--- config.mk ---
export PLATFORM = sky130hd
export DESIGN_NAME = vdma_engine
export DESIGN_NICKNAME = d
export VERILOG_FILES = /design/src/rtl/vdma_pkg.sv /design/src/rtl/vdma_addr_step.sv /design/src/rtl/vdma_swreg.sv /design/src/rtl/vdma_arb.sv /design/src/rtl/vdma_engine.sv
export SDC_FILE = /design/constraint.sdc
export NUM_CORES = 1
export LEC_CHECK = 0
export BUFFER_PORTS_ARGS = -buffer_cell sky130_fd_sc_hd__buf_2
export CAP_MARGIN = 20
export CORE_ASPECT_RATIO = 0.75
export CORE_MARGIN = 3
export CORE_UTILIZATION = 36
export CTS_BUF_LIST = sky130_fd_sc_hd__clkbuf_4
export DETAILED_ROUTE_END_ITERATION = 10
export HOLD_SLACK_MARGIN = 0.05
export SLEW_MARGIN = 20
export SYNTH_ARGS = -nofsm -noshare
export SYNTH_HDL_FRONTEND = slang
export SYNTH_HIERARCHICAL = 1
export SYNTH_SLANG_ARGS = --single-unit
--- constraint.sdc ---
create_clock -name clk -period 4.5 [get_ports clk]
set_input_delay 0.675 -clock clk [delete_from_list [all_inputs] [get_ports clk]]
set_output_delay 0.675 -clock clk [all_outputs]
set_load 0.02 [all_outputs]
--- src/rtl/vdma_pkg.sv ---
package vdma_pkg;
    localparam int AW = 16;
    localparam int DW = 16;

    typedef enum logic [2:0] {
        ST_IDLE,
        ST_VEC,
        ST_FETCH,
        ST_RD,
        ST_WR,
        ST_WB,
        ST_DONE
    } st_e;

    localparam logic [1:0] AM_INC   = 2'b10;
    localparam logic [1:0] AM_DEC   = 2'b11;
    localparam logic [1:0] TM_BLOCK = 2'b10;

    localparam int SM_HI  = 15;
    localparam int DM_HI  = 13;
    localparam int TM_HI  = 11;
    localparam int SZ_BIT = 8;
endpackage

--- src/rtl/vdma_addr_step.sv ---
module vdma_addr_step
    import vdma_pkg::*;
#(
    parameter int WIDTH = 16
) (
    input  logic [WIDTH-1:0] addr_i,
    input  logic [1:0]       mode_i,
    input  logic             word_i,
    output logic [WIDTH-1:0] addr_o
);
    logic [WIDTH-1:0] step;

    always_comb begin
        step = word_i ? WIDTH'(2) : WIDTH'(1);
        case (mode_i)
            AM_INC:  addr_o = addr_i + step;
            AM_DEC:  addr_o = addr_i - step;
            default: addr_o = addr_i;
        endcase
    end
endmodule

--- src/rtl/vdma_swreg.sv ---
module vdma_swreg #(
    parameter int VW = 7
) (
    input  logic        clk,
    input  logic        rst_n,
    input  logic        wr_i,
    input  logic [VW:0] wdata_i,
    input  logic        take_i,
    output logic [VW:0] q_o,
    output logic        pend_o
);
    typedef struct packed {
        logic [VW:0] r;
        logic        pend;
    } sw_t;

    sw_t q, d;

    always_comb begin
        d = q;
        if (take_i) begin
            d.pend = 1'b0;
        end
        if (wr_i && !(q.r[VW] && wdata_i[VW])) begin
            d.r    = wdata_i;
            d.pend = wdata_i[VW];
        end
    end

    always_ff @(posedge clk) begin
        if (!rst_n) begin
            q <= '0;
        end else begin
            q <= d;
        end
    end

    assign q_o    = q.r;
    assign pend_o = q.pend;
endmodule

--- src/rtl/vdma_arb.sv ---
module vdma_arb (
    input  logic hw_req_i,
    input  logic sw_pend_i,
    output logic sel_hw_o,
    output logic sel_sw_o
);
    assign sel_hw_o = hw_req_i;
    assign sel_sw_o = sw_pend_i && !hw_req_i;
endmodule

--- src/rtl/vdma_engine.sv ---
module vdma_engine
    import vdma_pkg::*;
#(
    parameter int            VW       = 7,
    parameter logic [AW-1:0] VEC_BASE = 16'h0400
) (
    input  logic          clk,
    input  logic          rst_n,
    input  logic          hw_req,
    input  logic [VW-1:0] hw_vec,
    output logic          hw_ack,
    output logic          hw_disable,
    output logic          cpu_irq,
    input  logic          cpu_wr,
    input  logic [VW:0]   cpu_wdata,
    output logic [VW:0]   cpu_rdata,
    output logic          swend_irq,
    output logic          busy,
    output logic          bus_req,
    output logic          bus_we,
    output logic          bus_byte,
    output logic [AW-1:0] bus_addr,
    output logic [DW-1:0] bus_wdata,
    input  logic [DW-1:0] bus_rdata
);
    localparam int IW         = 3;
    localparam int FETCH_LAST = 4;
    localparam int WB_LAST    = 3;
    localparam int NPTR       = 2;

    typedef struct packed {
        st_e           st;
        logic [IW-1:0] idx;
        logic          hw;
        logic          zero;
        logic [VW-1:0] vec;
        logic [AW-1:0] base;
        logic [AW-1:0] sar;
        logic [AW-1:0] dar;
        logic [DW-1:0] mode;
        logic [DW-1:0] cra;
        logic [DW-1:0] crb;
        logic [DW-1:0] data;
    } regs_t;

    regs_t q, d;

    logic          sel_hw, sel_sw, sw_pend, sw_take;
    logic [VW:0]   sw_q;
    logic          is_block, word, last;
    logic [DW-1:0] cra_dec, crb_dec;
    logic [NPTR-1:0][AW-1:0] step_in, step_out;
    logic [NPTR-1:0][1:0]    step_mode;

    vdma_swreg #(.VW(VW)) u_swreg (
        .clk     (clk),
        .rst_n   (rst_n),
        .wr_i    (cpu_wr),
        .wdata_i (cpu_wdata),
        .take_i  (sw_take),
        .q_o     (sw_q),
        .pend_o  (sw_pend)
    );

    vdma_arb u_arb (
        .hw_req_i  (hw_req),
        .sw_pend_i (sw_pend),
        .sel_hw_o  (sel_hw),
        .sel_sw_o  (sel_sw)
    );

    assign step_in   = {q.dar, q.sar};
    assign step_mode = {q.mode[DM_HI -: 2], q.mode[SM_HI -: 2]};

    generate
        for (genvar g = 0; g < NPTR; g++) begin : g_step
            vdma_addr_step #(.WIDTH(AW)) u_step (
                .addr_i (step_in[g]),
                .mode_i (step_mode[g]),
                .word_i (word),
                .addr_o (step_out[g])
            );
        end
    endgenerate

    assign is_block = (q.mode[TM_HI -: 2] == TM_BLOCK);
    assign word     = q.mode[SZ_BIT];
    assign cra_dec  = q.cra - DW'(1);
    assign crb_dec  = q.crb - DW'(1);

    always_comb begin
        d          = q;
        last       = 1'b0;
        sw_take    = 1'b0;
        bus_req    = 1'b0;
        bus_we     = 1'b0;
        bus_byte   = 1'b0;
        bus_addr   = '0;
        bus_wdata  = '0;
        hw_ack     = 1'b0;
        hw_disable = 1'b0;
        cpu_irq    = 1'b0;
        swend_irq  = 1'b0;
        unique case (q.st)
            ST_IDLE: begin
                if (sel_hw) begin
                    d.st  = ST_VEC;
                    d.hw  = 1'b1;
                    d.vec = hw_vec;
                end else if (sel_sw) begin
                    d.st    = ST_VEC;
                    d.hw    = 1'b0;
                    d.vec   = sw_q[VW-1:0];
                    sw_take = 1'b1;
                end
            end
            ST_VEC: begin
                bus_req  = 1'b1;
                bus_addr = VEC_BASE + (AW'(q.vec) << 1);
                d.base   = bus_rdata;
                d.idx    = '0;
                d.st     = ST_FETCH;
            end
            ST_FETCH: begin
                bus_req  = 1'b1;
                bus_addr = q.base + (AW'(q.idx) << 1);
                case (q.idx)
                    3'd0:    d.mode = bus_rdata;
                    3'd1:    d.sar  = bus_rdata;
                    3'd2:    d.dar  = bus_rdata;
                    3'd3:    d.cra  = bus_rdata;
                    default: d.crb  = bus_rdata;
                endcase
                if (q.idx == IW'(FETCH_LAST)) begin
                    d.st = ST_RD;
                end else begin
                    d.idx = q.idx + IW'(1);
                end
            end
            ST_RD: begin
                bus_req  = 1'b1;
                bus_byte = !word;
                bus_addr = q.sar;
                d.data   = word ? bus_rdata : {8'h00, bus_rdata[7:0]};
                d.st     = ST_WR;
            end
            ST_WR: begin
                bus_req   = 1'b1;
                bus_we    = 1'b1;
                bus_byte  = !word;
                bus_addr  = q.dar;
                bus_wdata = q.data;
                d.sar     = step_out[0];
                d.dar     = step_out[1];
                if (is_block) begin
                    if (q.cra[7:0] == 8'd1) begin
                        d.cra[7:0] = q.cra[15:8];
                        d.crb      = crb_dec;
                        d.zero     = (crb_dec == '0);
                        last       = 1'b1;
                    end else begin
                        d.cra[7:0] = cra_dec[7:0];
                    end
                end else begin
                    d.cra  = cra_dec;
                    d.zero = (cra_dec == '0);
                    last   = 1'b1;
                end
                d.idx = '0;
                d.st  = last ? ST_WB : ST_RD;
            end
            ST_WB: begin
                bus_req  = 1'b1;
                bus_we   = 1'b1;
                bus_addr = q.base + (AW'(q.idx + IW'(1)) << 1);
                case (q.idx)
                    3'd0:    bus_wdata = q.sar;
                    3'd1:    bus_wdata = q.dar;
                    3'd2:    bus_wdata = q.cra;
                    default: bus_wdata = q.crb;
                endcase
                if (q.idx == IW'(WB_LAST)) begin
                    d.st = ST_DONE;
                end else begin
                    d.idx = q.idx + IW'(1);
                end
            end
            ST_DONE: begin
                if (q.hw) begin
                    if (q.zero) begin
                        hw_disable = 1'b1;
                        cpu_irq    = 1'b1;
                    end else begin
                        hw_ack = 1'b1;
                    end
                end else begin
                    swend_irq = 1'b1;
                end
                d.st = ST_IDLE;
            end
            default: d.st = ST_IDLE;
        endcase
    end

    always_ff @(posedge clk) begin
        if (!rst_n) begin
            q <= '0;
        end else begin
            q <= d;
        end
    end

    assign busy      = (q.st != ST_IDLE) && (q.st != ST_DONE);
    assign cpu_rdata = sw_q;
endmodule

==> results of run 1 <==
[cell usage in the layout, fill, tap and decap left out, types with 15 or more instances in the layout]
cell and count:
nand2_1 217, dfxtp_1 126, nor2_1 91, o21ai_0 89
a21oi_1 89, buf_2 82, a22oi_1 46, nand3_1 44
mux2i_1 36, xnor2_1 34, nor3_1 26, buf_4 23
inv_1 22, xor2_1 22, a21boi_0 19, ha_1 18
clkbuf_4 18, a41oi_1 16, nor2b_1 15, nand4_1 15
[routing by layer]
layer	up-vias	global-route usage	share of wire
met4	4	0.0664	0.028
met2	518	0.338	0.40
li1	4567	-	-
met1	4642	0.365	0.44
met5	-	0	0.00078
met3	70	0.0792	0.13
[registers in the layout (all words and copies together) (netlist names)]
register,count
u_swreg/pend_o,1
u_swreg/q_o,8
q,118
[cell families after synthesis]
logic type | count (synthesis) | share of synthesized area
and+or+nand+nor | 512 | 0.270
adders and majority gates | 21 | 0.0306
AOI/OAI and AO/OA | 372 | 0.265
muxes | 41 | 0.0447
DFF | 127 | 0.273
buffers and inverters | 135 | 0.0646
xor gates and xnor gates | 56 | 0.0527
[final cells by class]
cell class / count / area [sq um]
Multi-Input combinational cell: 1002 / 6190
Timing Repair Buffer: 106 / 603
Antenna cell: 1 / 2.50
Inverter: 23 / 86.3
Tap cell: 338 / 423
Sequential cell: 127 / 2540
Clock buffer: 18 / 135
Fill cell: 2600 / 15000
Clock inverter: 14 / 203
[power breakdown]
group          internal [W]  switching, W  leakage, nW
sequential          0.00121      0.000159         1.03
combinational      0.000316      0.000603         2.51
clock              0.000458      0.000500        0.172
[path summary, 6_finish.rpt]
kind	to
setup / recovery	bus_addr[10]
setup reg to reg	q[94]$_SDFFE_PN0P_
hold / removal	u_swreg/q_o[4]$_SDFFE_PN0P_
hold reg to reg	q[15]$_SDFFE_PN0N_
[metrics by stage]
step,area (sq um),setup WS (ns),instances,total power (W)
finish,10200,0.399,1629,0.00324
global route,10200,0.163,1629,0.00340
CTS,10200,0.387,1627,0.00323
detailed placement,9820,1.04,1595,0.00228
global placement,9820,1.09,1595,0.00227
floorplan,9310,0.564,1264,0.00197
[critical path, stage by stage, from the launching register on]
cell	delay (ns)
dfxtp_1	0.45
inv_1	0.11
ha_1	0.32
mux2_2	0.29
ha_1	0.27
a21o_1	0.17
a21oi_1	0.33
o21a_1	0.22
o21ai_0	0.11
a21oi_1	0.15
a2bb2oi_1	0.23
buf_2	0.20
==> results_tabular.tex, run 1 <==
\begin{tabular}{lr}
\hline
Metric & Value \\
\hline
\multicolumn{2}{l}{\textbf{Outcome}} \\
\quad Status & complete, no violations \\
\multicolumn{2}{l}{\textbf{Placed design}} \\
\quad GP Congestion & 0.958 \\
\quad HPWL after detailed placement & 24,900 um \\
\quad IO Port Bufs & 82 \\
\multicolumn{2}{l}{\textbf{STA}} \\
\quad Final setup violation count & 0 \\
\quad Worst slew margin relative to its limit & 0.342 \\
\quad Final worst hold slack & 0.340 ns \\
\quad Setup repair after global routing missed its margin & false \\
\quad Final Hold Violating Endpoints & 0 \\
\quad Final period demand of the worst path & 4.10 ns \\
\quad Achievable Freq & 244 MHz \\
\quad Share of the clock period used by the worst path after layout & 0.911 \\
\quad Tightest Pin Transition & 0.984 ns \\
\quad Final max-slew violation count & 0 \\
\quad Setup TNS & 0 ns \\
\quad Clock skew & 0.0235 ns \\
\multicolumn{2}{l}{\textbf{Synthesis}} \\
\quad EDFF count, synth & 0 \\
\quad Top cells by instance count after synthesis & nand2\_1, dfxtp\_1, nor2\_1, a21oi\_1, o21ai\_0 \\
\quad Main flop type after synthesis & dfxtp\_1 \\
\quad Leading cell type by number of instances after synthesis & nand2\_1 \\
\quad Synth area leader & dfxtp\_1 \\
\quad Biggest area contributors in the synthesized netlist & dfxtp\_1, nand2\_1, a21oi\_1 \\
\quad Share of the yosys chip area belonging to registers & 0.273 \\
\quad Proportion of netlist area held by the largest area contributor & 0.273 \\
\quad Syn nets & 1,320 \\
\quad Area of the mapped netlist & 9310 sq um \\
\quad Post-Synthesis Mean Instance Area & 7.37 sq um \\
\quad Flop and latch count out of synthesis & 127 \\
\quad Yosys synthesis warning count & 6 \\
\quad Async SR Flop Fraction & 0 \\
\quad Distinct cell type count of the synthesized netlist & 81 \\
\quad Number of standard cells after synthesis & 1,264 \\
\multicolumn{2}{l}{\textbf{Worst setup path}} \\
\quad Critical path data required time & 3.83 ns \\
\quad Critical Setup Path Class & flop to output port \\
\quad Crit Path Max Fanout & 6 \\
\quad CP arrival & 3.43 ns \\
\quad Count of cells along the worst register-to-register path & 11 \\
\quad Critical path launch point & q[121]\$\_SDFFE\_PN0P\_ \\
\quad Worst reg2reg path startpoint & q[62]\$\_SDFFE\_PN0P\_ \\
\quad Slack of the worst reg-to-reg path & 1.33 ns \\
\quad Endpoint kind of the worst setup timing path & output port \\
\quad Startpoint class of the critical path & flop \\
\multicolumn{2}{l}{\textbf{Detailed routing}} \\
\quad DR vias/cell & 6.02 \\
\quad Drt first pass iters & 7 \\
\quad Remaining antenna violation count after routing & 0 \\
\quad Routed length per instance & 21.4 um \\
\quad WL final & 34,800 um \\
\quad Via count & 9,801 \\
\quad Final routed DRC violation total & 0 \\
\quad 1st-iter DRT viols & 1,353 \\
\multicolumn{2}{l}{\textbf{Floorplan}} \\
\quad X dimension of the die & 192 um \\
\quad Total Die Area & 27,900 sq um \\
\quad Vertical die dimension & 145 um \\
\quad Std cell rows & 50 \\
\quad Starting density of the core & 0.369 \\
\quad Core Region & 25,200 sq um \\
\quad Top-Level Pins & 83 \\
\multicolumn{2}{l}{\textbf{Run}} \\
\quad MaxCap Viol Count & 0 \\
\multicolumn{2}{l}{\textbf{Clocking}} \\
\quad Num CTS Buffers & 17 \\
\quad Sink count of the clock tree & 127 \\
\quad Number of buffers added for setup after CTS & 0 \\
\quad Cell chosen for the clock root & clkbuf\_4 \\
\quad Max H-tree Level & 4 \\
\quad Post-cts sizing count & 0 \\
\quad Clk Latency, worst-skew pair & 0.56 ns \\
\quad Maximum clock insertion buffer count & 2 \\
\quad Clock tree from TritonCTS & built \\
\quad Clock slew at reported path FFs & 0.13 ns \\
\quad Count of hold buffers inserted by post-cts repair & 0 \\
\multicolumn{2}{l}{\textbf{Global route}} \\
\quad Global route overflow & 0 \\
\quad Total routing usage reported by global routing & 0.246 \\
\quad Antenna violations before repair & 3 \\
\quad Pin count of the biggest net entering global routing & 68 \\
\quad Number of global-route vias before repair & 8,819 \\
\quad Wire length of the first global-routing pass & 52,900 um \\
\multicolumn{2}{l}{\textbf{Power}} \\
\quad Leakage & 3.71 nW \\
\quad Peak ir drop on the vdd network & 160 uV \\
\quad Pwr per Cell Area & 318 nW/um\^{}2 \\
\multicolumn{2}{l}{\textbf{Hold path}} \\
\quad Startpoint of the tightest hold check path & cpu\_wdata[4] \\
\quad Worst hold-check path type & primary input to flop \\
\quad Worst Hold Depth & 3 \\
\multicolumn{2}{l}{\textbf{Cells and area}} \\
\quad Final-stage net count & 1,333 \\
\quad Share of final-layout standard cells stronger than drive strength 1 & 0.149 \\
\quad Core occupancy in the finished layout & 0.404 \\
\quad Layout area overhead & 9.38\% \\
\hline
\end{tabular}
Power figures use the tool's default switching activity.
==> inputs of run 2 (changes only) <==
- ABC_AREA: default -> 1
==> run 2 against run 1 <==
  * Die area up 4.2%
  * First-iteration DRC count up 5.2%
  * Wire length rose by 4.0%
  * Final cell count increased by 24%
  * Non-clock buffer count down 12
  * Maximum frequency fell by 3.4%
  * Global-route usage fell by 0.085 points
  * Via count is 12% higher
  * Total power up 57%
  * Critical endpoint is now bus_addr[12]
  * Largest cell class unchanged
  * Largest power group is now combinational logic
==> results_tabular.tex, run 2 <==
\begin{tabular}{lr}
\hline
Metric & Value \\
\hline
\multicolumn{2}{l}{\textbf{Clocking}} \\
\quad Number of buffers added for setup after CTS & 0 \\
\quad Count of hold buffers inserted by post-cts repair & 0 \\
\quad Post-cts sizing count & 0 \\
\quad Clock tree from TritonCTS & built \\
\quad Num CTS Buffers & 17 \\
\quad Maximum clock insertion buffer count & 2 \\
\quad Clk Latency, worst-skew pair & 0.60 ns \\
\quad Sink count of the clock tree & 127 \\
\quad Cell chosen for the clock root & clkbuf\_4 \\
\quad Max H-tree Level & 4 \\
\quad Clock slew at reported path FFs & 0.14 ns \\
\multicolumn{2}{l}{\textbf{Cells and area}} \\
\quad Flip-flop count of the largest register, all copies and words added & 118 \\
\quad Top library cells by usage in the layout, fill and taps aside & nand2\_1, inv\_1, nor2\_1, o21ai\_0, nand3\_1 \\
\quad Fill count & 2,861 \\
\quad Number of antenna diodes & 0 \\
\quad Finished Cell Area & 10,500 sq um \\
\quad Final-stage net count & 1,718 \\
\quad Sequential Area & 2540 sq um \\
\quad Commonest non-fill, non-tap cell in the layout & nand2\_1 \\
\quad Register with the most flip-flops & q \\
\quad Share of final-layout standard cells stronger than drive strength 1 & 0.109 \\
\quad Core occupancy in the finished layout & 0.402 \\
\quad Layout area overhead & 8.47\% \\
\quad Area of the multi-input gates & 6010 sq um \\
\multicolumn{2}{l}{\textbf{Floorplan}} \\
\quad X dimension of the die & 196 um \\
\quad Std cell rows & 51 \\
\quad Top-Level Pins & 83 \\
\quad Total Die Area & 29,000 sq um \\
\quad Starting density of the core & 0.370 \\
\quad Vertical die dimension & 148 um \\
\quad Core Region & 26,200 sq um \\
\multicolumn{2}{l}{\textbf{STA}} \\
\quad Tightest Pin Transition & 0.876 ns \\
\quad Final max-slew violation count & 0 \\
\quad Achievable Freq & 235 MHz \\
\quad Final setup violation count & 0 \\
\quad Setup TNS & 0 ns \\
\quad Share of the clock period used by the worst path after layout & 0.944 \\
\quad Worst slew margin relative to its limit & 0.416 \\
\quad Setup repair after global routing missed its margin & false \\
\quad Clock skew & 0.0290 ns \\
\quad Final Hold Violating Endpoints & 0 \\
\quad Final period demand of the worst path & 4.25 ns \\
\multicolumn{2}{l}{\textbf{Synthesis}} \\
\quad Top cells by instance count after synthesis & nand2\_1, inv\_1, nor2\_1, o21ai\_0, nand3\_1 \\
\quad Adder and majority gate portion of the synthesized area & 0.0294 \\
\quad Flop and latch count out of synthesis & 127 \\
\quad Main combinational cell family by area after synthesis & simple AND/OR/NAND/NOR gates \\
\quad Share of the yosys chip area belonging to registers & 0.262 \\
\quad Post-synthesis compound-gate area fraction & 0.215 \\
\quad Async SR Flop Fraction & 0 \\
\quad Distinct cell type count of the synthesized netlist & 45 \\
\quad Post-Synthesis Mean Instance Area & 5.98 sq um \\
\quad Proportion of netlist area held by the largest area contributor & 0.262 \\
\quad Main flop type after synthesis & dfxtp\_1 \\
\quad Number of standard cells after synthesis & 1,625 \\
\quad Multiplexer share of the synthesized area & 0 \\
\quad Leading cell type by number of instances after synthesis & nand2\_1 \\
\quad EDFF count, synth & 0 \\
\quad Area of the mapped netlist & 9710 sq um \\
\quad Yosys synthesis warning count & 6 \\
\quad Share of the synthesized netlist area taken by xor and xnor gates & 0.0234 \\
\quad Biggest area contributors in the synthesized netlist & dfxtp\_1, nand2\_1, inv\_1 \\
\quad Synth area leader & dfxtp\_1 \\
\quad Syn nets & 1,681 \\
\quad Post-synthesis share of cell area spent on and, or, nand and nor gates & 0.349 \\
\multicolumn{2}{l}{\textbf{Hold path}} \\
\quad Startpoint of the tightest hold check path & cpu\_wdata[4] \\
\quad Worst Hold Depth & 3 \\
\quad Worst hold-check path type & primary input to flop \\
\multicolumn{2}{l}{\textbf{Detailed routing}} \\
\quad DR vias/cell & 5.43 \\
\quad 1st-iter DRT viols & 1,423 \\
\quad Drt first pass iters & 6 \\
\quad Final routed DRC violation total & 0 \\
\quad Via count & 11,000 \\
\quad Routed length per instance & 17.9 um \\
\quad Remaining antenna violation count after routing & 0 \\
\quad WL final & 36,200 um \\
\multicolumn{2}{l}{\textbf{Worst setup path}} \\
\quad Endpoint kind of the worst setup timing path & output port \\
\quad Cell breakdown of the critical path & inv\_1 > nor2\_1 > inv\_1 > nor2\_4 > buf\_6 > o21ai\_0 > ha\_1 > nand3\_1 > nand2\_1 > nand2\_1 > a21oi\_1 > nand2\_1 > nor2\_2 > nand2\_1 > nand2\_1 > nand3\_1 > o211ai\_1 > buf\_2 \\
\quad Critical Setup Path Class & flop to output port \\
\quad Critical path data required time & 3.83 ns \\
\quad Critical path launch point & q[124]\$\_SDFFE\_PN0P\_ \\
\quad Crit Path Max Fanout & 19 \\
\quad Startpoint class of the critical path & flop \\
\quad Most Frequent Cell on Critical Path & nand2\_1 \\
\quad Highest-delay cell along the critical path & dfxtp\_1 \\
\quad Worst reg2reg path startpoint & q[62]\$\_SDFFE\_PN0P\_ \\
\quad Slowest cell delay on critical path & 0.40 ns \\
\quad Count of cells along the worst register-to-register path & 11 \\
\quad CP arrival & 3.57 ns \\
\multicolumn{2}{l}{\textbf{Global route}} \\
\quad Global route overflow & 0 \\
\quad Pin count of the biggest net entering global routing & 48 \\
\quad Wire length of the first global-routing pass & 55,900 um \\
\quad Antenna violations before repair & 0 \\
\quad Number of global-route vias before repair & 9,452 \\
\quad Total routing usage reported by global routing & 0.246 \\
\multicolumn{2}{l}{\textbf{Placed design}} \\
\quad IO Port Bufs & 82 \\
\quad GP Congestion & 0.978 \\
\quad HPWL after detailed placement & 27,900 um \\
\quad Placed inst area & 10,300 sq um \\
\multicolumn{2}{l}{\textbf{Power}} \\
\quad Proportion of power drawn by combinational gates & 0.507 \\
\quad Clock group share of total power & 0.154 \\
\quad Pwr per Cell Area & 484 nW/um\^{}2 \\
\quad Sequential Power Share & 0.338 \\
\quad Leakage & 4.91 nW \\
\quad Switching Share & 0.523 \\
\quad Design internal power & 0.00243 W \\
\quad Peak ir drop on the vdd network & 230 uV \\
\quad Sw Pwr & 0.00267 W \\
\multicolumn{2}{l}{\textbf{Run}} \\
\quad MaxCap Viol Count & 0 \\
\multicolumn{2}{l}{\textbf{Outcome}} \\
\quad Status & complete, no violations \\
\hline
\end{tabular}
==> run 2: changes by cell type after synthesis, moves of 33 or more <==
cell | previous run | this run
clkbuf_1 | 79 | 43
a31oi_1 | 12 | 61
nor2_1 | 92 | 169
nand3_1 | 44 | 139
a22oi_1 | 46 | 5
xnor2_1 | 34 | 1
o21ai_0 | 89 | 144
inv_1 | 23 | 200
nand2_1 | 217 | 439
mux2i_1 | 36 | 0
==> run 2: through the flow <==
| stage | setup WS, ns | hold WS (ns) | total power (W) | cells |
|---|---|---|---|---|
| 3_5_place_dp | 0.744 | 0.451 | 0.00425 | 1987 |
| 4_1_cts | 0.0786 | 0.307 | 0.00503 | 2019 |
| 5_1_grt | 0.00866 | 0.312 | 0.00552 | 2019 |
| 2_1_floorplan | 1.12 | 0.429 | 0.00356 | 1625 |
| 6_report | 0.254 | 0.327 | 0.00510 | 2019 |
| 3_3_place_gp | 0.818 | 0.442 | 0.00424 | 1987 |
==> run 2: worst max-delay path: cells and delay by family (launching register included) <==
family          cells  cell delay [ns]
simple gates       10             1.12
buf+inv             4             0.60
compound gates      3             0.49
flops               1             0.40
fa+ha+maj           1             0.36
==> run 2: kinds of logic (layout without fill, tap and decap cells) <==
kind of cell,count (synthesis),count (layout)
adders and majority gates,21,21
AOI/OAI and AO/OA,359,359
DFF,127,127
buffers and inverters,284,334
xor gates and xnor gates,26,26
and+or+nand+nor,808,808
==> run 2: worst paths after layout <==
check | slack (ns) | endpoint
worst min register to register | 0.47 | q[58]$_SDFFE_PN0P_
worst max register to register | 1.50 | q[88]$_SDFFE_PN0P_
worst min-delay path | 0.33 | u_swreg/q_o[4]$_SDFFE_PN0P_
worst max-delay path | 0.25 | bus_addr[12]
==> run 2: layer usage <==
layer | share of wire | wire [um] | track usage
met5 | 0 | 0 | 0
met4 | 0.023 | 847 | 0.0673
met3 | 0.11 | 4030 | 0.0614
met2 | 0.38 | 13700 | 0.322
met1 | 0.49 | 17600 | 0.388
==> run 2: power by group through the flow <==
stage / Clock (W) / Sequential (W) / Combinational, W
3_3_place_gp: 0 / 0.00173 / 0.00251
4_1_cts: 0.000789 / 0.00171 / 0.00254
2_1_floorplan: 0 / 0.00160 / 0.00197
3_5_place_dp: 0 / 0.00173 / 0.00252
6_report: 0.000787 / 0.00173 / 0.00259
5_1_grt: 0.000848 / 0.00176 / 0.00292
==> run 2: cell type report <==
class	count	share of cell area
clock buffer	17	0.0121
clock inverter	15	0.0131
inverter	208	0.0741
multi-input combinational	1214	0.571
sequential	127	0.241
tap	344	0.0408
timing repair buffer	94	0.0479
